File: src/rtl/rn_pkg.sv
package rn_pkg;
  typedef enum logic [2:0] {
    ST_IDLE = 3'd0,
    ST_RUN  = 3'd1,
    ST_BLK  = 3'd2,
    ST_UNB  = 3'd3,
    ST_SQ   = 3'd4,
    ST_SER  = 3'd5
  } rn_state_e;

  typedef struct packed {
    logic done;   // serialize already handled
    logic sbef;   // serialize-before
    logic saft;   // serialize-after
  } rn_flags_t;
endpackage

File: src/rtl/rn_skid.sv
module rn_skid
  import rn_pkg::*;
#(
  parameter int DEPTH = 5,
  parameter int TAG_W = 6,
  localparam int PW = (DEPTH > 1) ? $clog2(DEPTH) : 1,
  localparam int CW = $clog2(DEPTH + 1)
) (
  input  logic             clk,
  input  logic             rst_n,
  input  logic             clr,
  input  logic             pop,
  input  logic             mark,
  input  logic             pf_v,
  input  logic [TAG_W-1:0] pf_tag,
  input  rn_flags_t        pf_fl,
  input  logic             pb_v,
  input  logic [TAG_W-1:0] pb_tag,
  input  rn_flags_t        pb_fl,
  output logic [TAG_W-1:0] head_tag,
  output rn_flags_t        head_fl,
  output logic [CW-1:0]    cnt,
  output logic             ovf
);
  logic [TAG_W-1:0] tg_q [DEPTH];
  rn_flags_t        fl_q [DEPTH];
  logic [PW-1:0]    rd_q;
  logic [CW-1:0]    cnt_q;

  function automatic logic [PW-1:0] idx(input int a, input int b);
    int s;
    s = a + b;
    if (s >= DEPTH) s = s - DEPTH;
    return PW'(s);
  endfunction

  logic [PW-1:0] sec_pos, back_pos, front_pos;
  logic [CW-1:0] base_cnt, after_f;
  logic          front_ok, back_ok;

  always_comb begin
    sec_pos   = idx(int'(rd_q), 1);
    back_pos  = idx(int'(rd_q), int'(cnt_q));
    front_pos = (rd_q == '0) ? PW'(DEPTH - 1) : rd_q - PW'(1);
    base_cnt  = cnt_q - CW'(pop);
    front_ok  = pf_v && (base_cnt < CW'(DEPTH));
    after_f   = base_cnt + CW'(front_ok);
    back_ok   = pb_v && (after_f < CW'(DEPTH));
    ovf       = !clr && ((pf_v && !front_ok) || (pb_v && !back_ok));
  end

  assign head_tag = tg_q[rd_q];
  assign head_fl  = fl_q[rd_q];
  assign cnt      = cnt_q;

  always_ff @(posedge clk) begin
    if (!rst_n || clr) begin
      rd_q  <= '0;
      cnt_q <= '0;
    end else begin
      if (front_ok) begin
        rd_q             <= front_pos;
        tg_q[front_pos]  <= pf_tag;
        fl_q[front_pos]  <= pf_fl;
      end else if (pop) begin
        rd_q <= sec_pos;
      end
      if (back_ok) begin
        tg_q[back_pos] <= pb_tag;
        fl_q[back_pos] <= pb_fl;
      end
      if (mark) fl_q[sec_pos].sbef <= 1'b1;
      cnt_q <= after_f + CW'(back_ok);
    end
  end
endmodule

File: src/rtl/rn_ctrl.sv
module rn_ctrl
  import rn_pkg::*;
#(
  parameter int TAG_W = 6,
  parameter int CNT_W = 4,
  parameter int CW    = 3
) (
  input  logic             clk,
  input  logic             rst_n,
  input  logic             in_valid,
  input  logic [TAG_W-1:0] in_tag,
  input  logic             in_sbefore,
  input  logic             in_safter,
  input  logic             cm_squash,
  input  logic             cm_sq_busy,
  input  logic             be_block,
  input  logic             be_unblock,
  input  logic             res_full,
  input  logic             rob_empty,
  input  logic [CNT_W-1:0] inflight,
  input  logic [CW-1:0]    skid_cnt,
  input  logic [TAG_W-1:0] head_tag,
  input  rn_flags_t        head_fl,
  output logic             clr,
  output logic             pop,
  output logic             mark,
  output logic             pf_v,
  output logic [TAG_W-1:0] pf_tag,
  output rn_flags_t        pf_fl,
  output logic             pb_v,
  output logic [TAG_W-1:0] pb_tag,
  output rn_flags_t        pb_fl,
  output logic             out_valid,
  output logic [TAG_W-1:0] out_tag,
  output logic             up_block,
  output logic             up_unblock,
  output rn_state_e        st
);
  rn_state_e        st_q, st_n;
  logic             stall_q, stall_n, stall_now;
  logic             sticky_q, sticky_n;
  logic             hold_v_q, hold_v_n;
  logic [TAG_W-1:0] hold_tag_q, hold_tag_n;
  logic             quiet;

  assign st     = st_q;
  assign quiet  = rob_empty && (inflight == '0);
  assign pf_tag = hold_tag_q;
  assign pf_fl  = '{done: 1'b1, sbef: 1'b0, saft: 1'b0};
  assign pb_tag = in_tag;
  assign pb_fl  = '{done: 1'b0, sbef: in_sbefore, saft: in_safter};

  always_comb begin
    logic             ren, unb, have;
    logic [TAG_W-1:0] cur_tag;
    rn_flags_t        cur_fl;
    st_n       = st_q;
    stall_n    = (stall_q | be_block) & ~be_unblock;
    stall_now  = stall_n | res_full;
    sticky_n   = sticky_q;
    hold_v_n   = hold_v_q;
    hold_tag_n = hold_tag_q;
    clr = 1'b0; pop = 1'b0; mark = 1'b0; pf_v = 1'b0; pb_v = 1'b0;
    out_valid = 1'b0; out_tag = '0; up_block = 1'b0; up_unblock = 1'b0;
    ren = 1'b0; unb = 1'b0; have = 1'b0; cur_tag = '0; cur_fl = '0;

    if (cm_squash) begin
      if (st_q == ST_BLK || st_q == ST_UNB || st_q == ST_SER) up_unblock = 1'b1;
      hold_v_n = 1'b0;
      clr      = 1'b1;
      st_n     = ST_SQ;
    end else if (cm_sq_busy) begin
      st_n = ST_SQ;
    end else if (stall_now) begin
      pb_v = in_valid;
      if (st_q != ST_BLK && st_q != ST_UNB) up_block = 1'b1;
      if (st_q != ST_SER) st_n = ST_BLK;
    end else begin
      unique case (st_q)
        ST_BLK: begin st_n = ST_UNB; ren = 1'b1; end
        ST_SQ:  begin st_n = ST_RUN; ren = 1'b1; end
        ST_SER: begin
          pb_v = in_valid;
          if (quiet) begin
            pf_v     = 1'b1;
            hold_v_n = 1'b0;
            st_n     = ST_UNB;
          end
        end
        default: ren = 1'b1;
      endcase
    end

    if (ren) begin
      unb = (st_n == ST_UNB);
      if (unb) begin
        pb_v    = in_valid;
        have    = (skid_cnt != '0);
        cur_tag = head_tag;
        cur_fl  = head_fl;
      end else begin
        have    = in_valid;
        cur_tag = in_tag;
        cur_fl  = '{done: 1'b0, sbef: in_sbefore, saft: in_safter};
      end
      if (have) begin
        pop = unb;
        if (sticky_q) begin
          sticky_n = 1'b0;
          if (!quiet) cur_fl.sbef = 1'b1;
        end
        if (cur_fl.sbef && !cur_fl.done) begin
          hold_v_n   = 1'b1;
          hold_tag_n = cur_tag;
          st_n       = ST_SER;
          if (st_q != ST_BLK && st_q != ST_UNB) up_block = 1'b1;
        end else begin
          out_valid = 1'b1;
          out_tag   = cur_tag;
          if (cur_fl.saft && !cur_fl.done) begin
            if (unb && skid_cnt > CW'(1)) mark = 1'b1;
            else sticky_n = 1'b1;
          end
        end
      end
      if (unb && st_n == ST_UNB && skid_cnt == CW'(pop) && !pb_v) begin
        up_unblock = 1'b1;
        st_n       = ST_RUN;
      end
    end
  end

  always_ff @(posedge clk) begin
    if (!rst_n) begin
      st_q       <= ST_IDLE;
      stall_q    <= 1'b0;
      sticky_q   <= 1'b0;
      hold_v_q   <= 1'b0;
      hold_tag_q <= '0;
    end else begin
      st_q       <= st_n;
      stall_q    <= stall_n;
      sticky_q   <= sticky_n;
      hold_v_q   <= hold_v_n;
      hold_tag_q <= hold_tag_n;
    end
  end
endmodule

File: src/rtl/rename_stall_ctl.sv
module rename_stall_ctl
  import rn_pkg::*;
#(
  parameter int TAG_W    = 6,
  parameter int CNT_W    = 4,
  parameter int BE_DELAY = 2,
  parameter int DEC_W    = 1,
  parameter int REN_W    = 1
) (
  input  logic             clk,
  input  logic             rst_n,
  input  logic             in_valid,
  input  logic [TAG_W-1:0] in_tag,
  input  logic             in_sbefore,
  input  logic             in_safter,
  input  logic             cm_squash,
  input  logic             cm_sq_busy,
  input  logic             be_block,
  input  logic             be_unblock,
  input  logic             res_full,
  input  logic             rob_empty,
  input  logic [CNT_W-1:0] inflight,
  output logic             out_valid,
  output logic [TAG_W-1:0] out_tag,
  output logic             up_block,
  output logic             up_unblock,
  output logic             skid_push,
  output logic             skid_pop,
  output logic             stage_active,
  output logic [2:0]       state,
  output logic             skid_err
);
  localparam int DEPTH = 2 * BE_DELAY * DEC_W + REN_W;
  localparam int CW    = $clog2(DEPTH + 1);

  logic             clr, pop, mark, pf_v, pb_v, ovf, err_q;
  logic [TAG_W-1:0] pf_tag, pb_tag, head_tag;
  rn_flags_t        pf_fl, pb_fl, head_fl;
  logic [CW-1:0]    skid_cnt;
  rn_state_e        st;

  rn_skid #(.DEPTH(DEPTH), .TAG_W(TAG_W)) u_skid (
    .clk(clk), .rst_n(rst_n), .clr(clr), .pop(pop), .mark(mark),
    .pf_v(pf_v), .pf_tag(pf_tag), .pf_fl(pf_fl),
    .pb_v(pb_v), .pb_tag(pb_tag), .pb_fl(pb_fl),
    .head_tag(head_tag), .head_fl(head_fl), .cnt(skid_cnt), .ovf(ovf)
  );

  rn_ctrl #(.TAG_W(TAG_W), .CNT_W(CNT_W), .CW(CW)) u_ctrl (
    .clk(clk), .rst_n(rst_n), .in_valid(in_valid), .in_tag(in_tag),
    .in_sbefore(in_sbefore), .in_safter(in_safter),
    .cm_squash(cm_squash), .cm_sq_busy(cm_sq_busy),
    .be_block(be_block), .be_unblock(be_unblock), .res_full(res_full),
    .rob_empty(rob_empty), .inflight(inflight),
    .skid_cnt(skid_cnt), .head_tag(head_tag), .head_fl(head_fl),
    .clr(clr), .pop(pop), .mark(mark),
    .pf_v(pf_v), .pf_tag(pf_tag), .pf_fl(pf_fl),
    .pb_v(pb_v), .pb_tag(pb_tag), .pb_fl(pb_fl),
    .out_valid(out_valid), .out_tag(out_tag),
    .up_block(up_block), .up_unblock(up_unblock), .st(st)
  );

  always_ff @(posedge clk) begin
    if (!rst_n) err_q <= 1'b0;
    else        err_q <= err_q | ovf;
  end

  assign skid_push    = pf_v | pb_v;
  assign skid_pop     = pop;
  assign stage_active = (st == ST_UNB);
  assign state        = st;
  assign skid_err     = err_q;
endmodule

File: config.mk
export PLATFORM = sky130hd
export DESIGN_NAME = rename_stall_ctl
export DESIGN_NICKNAME = d
export VERILOG_FILES = /design/src/rtl/rn_pkg.sv /design/src/rtl/rn_skid.sv /design/src/rtl/rn_ctrl.sv /design/src/rtl/rename_stall_ctl.sv
export SDC_FILE = /design/constraint.sdc
export NUM_CORES = 1
export LEC_CHECK = 0
export BUFFER_PORTS_ARGS = -buffer_cell sky130_fd_sc_hd__buf_2
export CAP_MARGIN = 15
export CORE_MARGIN = 2
export CORE_UTILIZATION = 60
export DETAILED_ROUTE_END_ITERATION = 6
export GPL_ROUTABILITY_DRIVEN = 0
export PLACE_DENSITY = 0.8
export SLEW_MARGIN = 20
export SYNTH_ARGS = -nofsm -noshare
export SYNTH_HDL_FRONTEND = slang
export SYNTH_SLANG_ARGS = --single-unit
File: constraint.sdc
create_clock -name clk -period 4.95 [get_ports clk]
set_input_delay 0.7425 -clock clk [delete_from_list [all_inputs] [get_ports clk]]
set_output_delay 0.7425 -clock clk [all_outputs]
set_load 0.02 [all_outputs]
Yosys cells after proc, flatten, opt, wreduce, memory -nomap -nowiden:

Memories as Yosys holds them, arrays and structs flattened. A register that Yosys moved wholly into a read port is not among the register bits.
Cells that the tools add are included.

* add/sub/neg operators: 8
* $lt $le $gt $ge: 5
* eq/ne operators: 10
* muxes and demuxes: 87
* bitwise logic cells: 6
* reduce and logical (&&, ||, !) cells: 30

Operators with widths (number)
* 3-bit 2-to-1 mux: 23
* 1-bit 2-to-1 mux: 58
* 6-bit 2-to-1 mux: 4
* 1-bit logical AND: 13
* 3-bit by 2-bit equality test with 1-bit output, second input constant: 4
* 3-bit case mux with 3 select lines: 1
* 4-bit by 3-bit greater-or-equal comparator with 1-bit output, second input constant: 2
* 3-bit by 1-bit adder with 3-bit output: 2
* 3-bit equality test, second input constant: 2
* 1-bit zero test: 6
* 3-bit less-than comparator, second input constant: 2
* 3-bit by 2-bit inequality test with 1-bit output, second input constant: 2
* 3-bit subtractor, second input constant: 2
* 3-bit by 1-bit adder with 4-bit output, second input constant: 1
* 3-bit by 3-bit adder with 4-bit output: 1
* 4-bit zero test: 1
* 1-bit logical OR: 4
* 1-bit OR: 4
* 3-bit by 1-bit equality test with 1-bit output: 1
* 3-bit by 1-bit greater-than comparator with 1-bit output, second input constant: 1
* 3-bit zero test: 1
* 3-bit inequality test, second input constant: 1
* 3-bit AND reduction: 1
* 3-bit nonzero test: 1
* other kinds (8): 8

* register bits: 18
* bits in writable memories: 45
* memories: 2

Memory list
* u_skid.tg_q: depth 5, width 6, rd ports 1, clocked after Yosys merged registers in 1, wr ports 2, line rn_skid.sv:25 `logic [TAG_W-1:0] tg_q [DEPTH];`
* u_skid.fl_q: depth 5, width 3, rd ports 1, clocked after Yosys merged registers in 1, wr ports 2, line rn_skid.sv:26 `rn_flags_t fl_q [DEPTH];`

Longest topological paths before layout:

* depth in word-level cells: 24
* mapped depth: 19
* depth with buffers taken out: 18

By module:

Synthesis repeated with hierarchy kept, for this count alone.

* cells, all modules: 398
* area, all modules: 4374.2 sq um

By module, submodules not included
* rn_skid: instances 1, cells each 272, area each 3385.7 sq um
* rn_ctrl: instances 1, cells each 122, area each 945.9 sq um
* rename_stall_ctl: instances 1, cells each 4, area each 42.5 sq um

Worst setup path before layout:

OpenSTA, ideal clock, no wires.

* kind: input -> register
* start point: input port be_block
* end point: memory u_skid.tg_q[1][0], enable pin
* data arrival time: 4.252 ns
* path slack: 0.338 ns
* stages on the path: 18
* buffers on the path: 2
* cells stage by stage: o21bai_1 -> nand4_1 -> inv_1 -> ha_1 -> ha_1 -> xor2_1 -> nand2_1 -> nand3_1 -> inv_1 -> ha_1 -> ha_1 -> nor2_1 -> o21ai_1 -> nor4b_2 -> and2_1 -> buf_4 -> buf_2 -> o21bai_1

RTL lines
* start: declaration: line rename_stall_ctl.sv:18 `input logic be_block,`
* end: declaration: line rn_skid.sv:25

==> results.md <==
- Before antenna repair, the detailed router went through 5 iterations.
- The final max-slew violation count was 0.
- The synthesized netlist occupies a cell area of 0.00435 mm2.
- TritonCTS built the clock tree.
- Using the TritonRoute via totals, the vias-per-cell ratio works out to 6.29.
- The number of cells produced by synthesis is 448.
- IR analysis of the VDD net gives a maximum drop of 0.139 mV.
- After legalization and detailed placement, the total HPWL measured 8290 um.
- Derived from the worst setup path, the maximum achievable clock frequency is 223 MHz.
- The predominant post-synthesis flop cell is sky130_fd_sc_hd__edfxtp_1.
- For the pin with the worst max-slew slack, the measured transition is 0.825 ns.
- The number of port buffers is 36.
- The number of global-route vias before repair is 3,559.
- In the synthesized netlist the async set-or-reset flop fraction comes to 0%.
- For this run the aggregate overflow at the end of global routing stands at 0.
- The multi-input logic area is 0.00243 mm2.
- By area the synthesized netlist is led by sky130_fd_sc_hd__edfxtp_1 28%, sky130_fd_sc_hd__dfxtp_1 12%, sky130_fd_sc_hd__mux2_2 4.7%, sky130_fd_sc_hd__nand2_1 4.6%, sky130_fd_sc_hd__mux4_2 4.1%.
- The maximum clock insertion buffer count is 2.
- The leading cell type in the layout, fill and taps excluded is sky130_fd_sc_hd__nand2_1.
- Measured along the x axis, the die boundary spans 89.2 um.
- The height of the die is 89.2 um.
- The routed design could run at a clock period as short as 4.49 ns.
- The synthesized area divided by synthesized cell count is 9.71 um2.
- Summed over its instances, the top area cell type makes up 27.6% of the synthesized netlist area.
- The number of flops mapped to enable cells by yosys is 40.
- The total length of routed wires is 11,300 um.
- The CTS sink count is 66.
- 0 antenna diodes ended up in the layout.
- The type of the worst setup path is input pin to flop.
- The cell chosen for the clock root is sky130_fd_sc_hd__clkbuf_8.
- The final count of hold timing violations is 0.
- The part of the Yosys area used for sequential elements is 39.6%.
- Once detail routing completed, the nets flagged for antenna violations numbered 0.
- The initial standard-cell utilization of the core is 61.0%.
- In this run the post-CTS setup repair buffer count came out at 0.
- Dividing the final minimum period by the clock period gives 90.6%.
- Entering global routing, the biggest net connects 18 pins.
- Data on the critical path is required at its endpoint by 4.98 ns.
- Yosys printed 0 warnings.
- The placeable core region is 0.00714 mm2.
- Setup repair after global routing left no endpoint under its margin.
- In this run, the number of DRC markers left after iteration 0 of detailed routing was 303.
- The first global-routing pass estimated 17,800 um of wire.
- The number of antenna violations at the first check in global routing is 0.
- The synthesized design contains 66 register bits.
- Summed over all failing endpoints, the final setup total negative slack is 0 ns.
- Setup violations remaining at the end of the flow were counted as 0.
- The remaining max-slew budget at the tightest pin is 44.7%.
- The sequential cell area is 0.00172 mm2.
- Counting every net in the synthesized netlist gives 484.
- The run finished with clean final reports.
- The count of boundary I/O pins is 37.
- Max-cap violations in this run came to 0.
- In this run the worst hold path is classified as flop to flop.
- The endpoint class of the critical path is a flop.
- The leakage power summed over all cells is 0.00188 uW.
- The final routed DRC violation total is 0.
- Of all nets on the critical path, the largest fanout is 6.
- The cell type with the highest aggregate area in the netlist is sky130_fd_sc_hd__edfxtp_1.
- The full die area is 0.00795 mm2.
- The clock latency on the worst-skew pair is 0.36 ns.
- Gates resized during post-CTS repair numbered 0.
- The routed length per placed instance is 19.1 um.
- The cell area power density is 253 mW/mm2.
- The total global routing track utilization is 30.1%.
- The number of standard-cell rows in the floorplan is 31.
- The total via count in the routed design is 3,714.
- In this run, CTS created clock tree buffers numbering 9.
- The number of levels the H-tree was split into is 3.
- The fraction of final layout cells with drive strength greater than 1 is 23.2%.
- At the end of the flow the core is filled with cells to 68.2%.
- The layout overhead on the synthesized area is 11.8%.
- The number of distinct standard cells referenced by the synthesized netlist is 75.
- For the final database, setup skew stands at 0.00938 ns.
- After the last flow step, the layout net total stands at 522.
- The top cell types in the final layout, fill and taps aside, are 53 x sky130_fd_sc_hd__nand2_1, 43 x sky130_fd_sc_hd__nor2_1, 40 x sky130_fd_sc_hd__edfxtp_1.
- Counting the fill cells in the layout gives 597.
- The clock edge transition at the registers on the reported setup and hold paths is 0.08 ns.
- Data arrives at the worst endpoint at 4.52 ns.
- Buffers inserted to repair hold after CTS numbered 0.
- The worst setup path is launched from an input pin.
stage by stage:
stage / instances / setup slack, ns / hold slack (ns) / area, um2 / total power (uW)
5_1_grt: 590 / 0.0753 / 0.516 / 4870 / 1260
2_1_floorplan: 448 / 0.338 / 0.455 / 4350 / 635
4_1_cts: 590 / 0.489 / 0.491 / 4870 / 1230
3_3_place_gp: 574 / 0.351 / 0.455 / 4620 / 661
6_report: 590 / 0.463 / 0.488 / 4870 / 1230
3_5_place_dp: 574 / 0.138 / 0.472 / 4620 / 663
cells in the mapped netlist, drive strengths merged (3+ instances only):
cell type  number
ha             14
nand3           9
and2           15
buf            10
clkbuf          7
nand2          53
a31o            7
nor2b           5
a21oi          20
inv            26
xnor2           3
xor2            4
mux4            8
nand2b          3
nor4b           3
nor2           43
and2b           3
edfxtp         40
nor4            3
nor3           12
and3            5
a211oi          8
o211ai          3
dfxtp          26
o21ai          36
nand4           4
o21bai          5
mux2i          13
mux2           18
where the power goes:
part           switching [uW]  internal [uW]  total (uW)
Clock                     239            340         579
Sequential               3.54            580         583
Combinational            42.5           26.2        68.7
Total                     285            945        1230
cell type report:
class / instances / share of cell area (%)
Clock buffer: 9 / 2.55
Clock inverter: 7 / 2.57
Inverter: 26 / 2.01
Multi-Input combinational cell: 339 / 50.0
Sequential cell: 66 / 35.4
Tap cell: 99 / 2.55
Timing Repair Buffer: 44 / 4.94
registers in the layout, summed over array words and instances, names as in the netlist, named ones only:
register	count
u_skid.fl_q	15
skid_err	1
u_skid.cnt	3
u_skid.tg_q	30
u_ctrl.st	3
u_ctrl.pf_tag	6
u_skid.rd_q	3
u_ctrl.sticky_q	1
u_ctrl.stall_q	1
cells by family (layout without fill, tap and decap cells):
group                    after synthesis  count (layout)  synth area share [%]
multiplexers                          39              39                  11.8
adder cells (fa/ha/maj)               15              15                  4.49
buffers and inverters                 43              86                  4.51
AO/OA/AOI/OAI                        104             104                  16.9
AND/OR/NAND/NOR                      173             173                  20.8
flip-flops                            66              66                  39.6
XOR/XNOR                               8               8                  1.93
routing by layer:
metal  track usage [%]  part of all wire, %  routed length (um)
met3              5.08                  8.2                 922
met2              47.6                   48                5370
met5                 0                    0                   0
met4              13.4                  2.5                 283
met1              40.6                   42                4670
critical path: stages:
cell and delay, ns:
sky130_fd_sc_hd__buf_2 0.11, sky130_fd_sc_hd__o21bai_1 0.27, sky130_fd_sc_hd__nand4_1 0.15, sky130_fd_sc_hd__inv_1 0.13, sky130_fd_sc_hd__ha_1 0.16, sky130_fd_sc_hd__ha_1 0.20, sky130_fd_sc_hd__xor2_1 0.20, sky130_fd_sc_hd__nand2_1 0.13
sky130_fd_sc_hd__nand3_1 0.17, sky130_fd_sc_hd__inv_1 0.14, sky130_fd_sc_hd__ha_1 0.21, sky130_fd_sc_hd__ha_1 0.30, sky130_fd_sc_hd__nor2_1 0.17, sky130_fd_sc_hd__o21ai_1 0.17, sky130_fd_sc_hd__nor4b_2 0.57, sky130_fd_sc_hd__nor2b_1 0.35
sky130_fd_sc_hd__a21o_1 0.34
final timing paths:
check                           slack (ns)                          end  cells past startpoint                      from
worst max register to register        0.50  u_skid.tg_q[0][4]$_DFFE_PP_                     16  u_skid.cnt[2]$_SDFF_PP0_
worst max-delay path                  0.46  u_skid.tg_q[0][4]$_DFFE_PP_                     17                  be_block
worst min-delay path                  0.49          skid_err$_SDFF_PN0_                      1       skid_err$_SDFF_PN0_
worst min register to register        0.49          skid_err$_SDFF_PN0_                      1       skid_err$_SDFF_PN0_
Note: power is estimated with default switching activity, not from simulation.
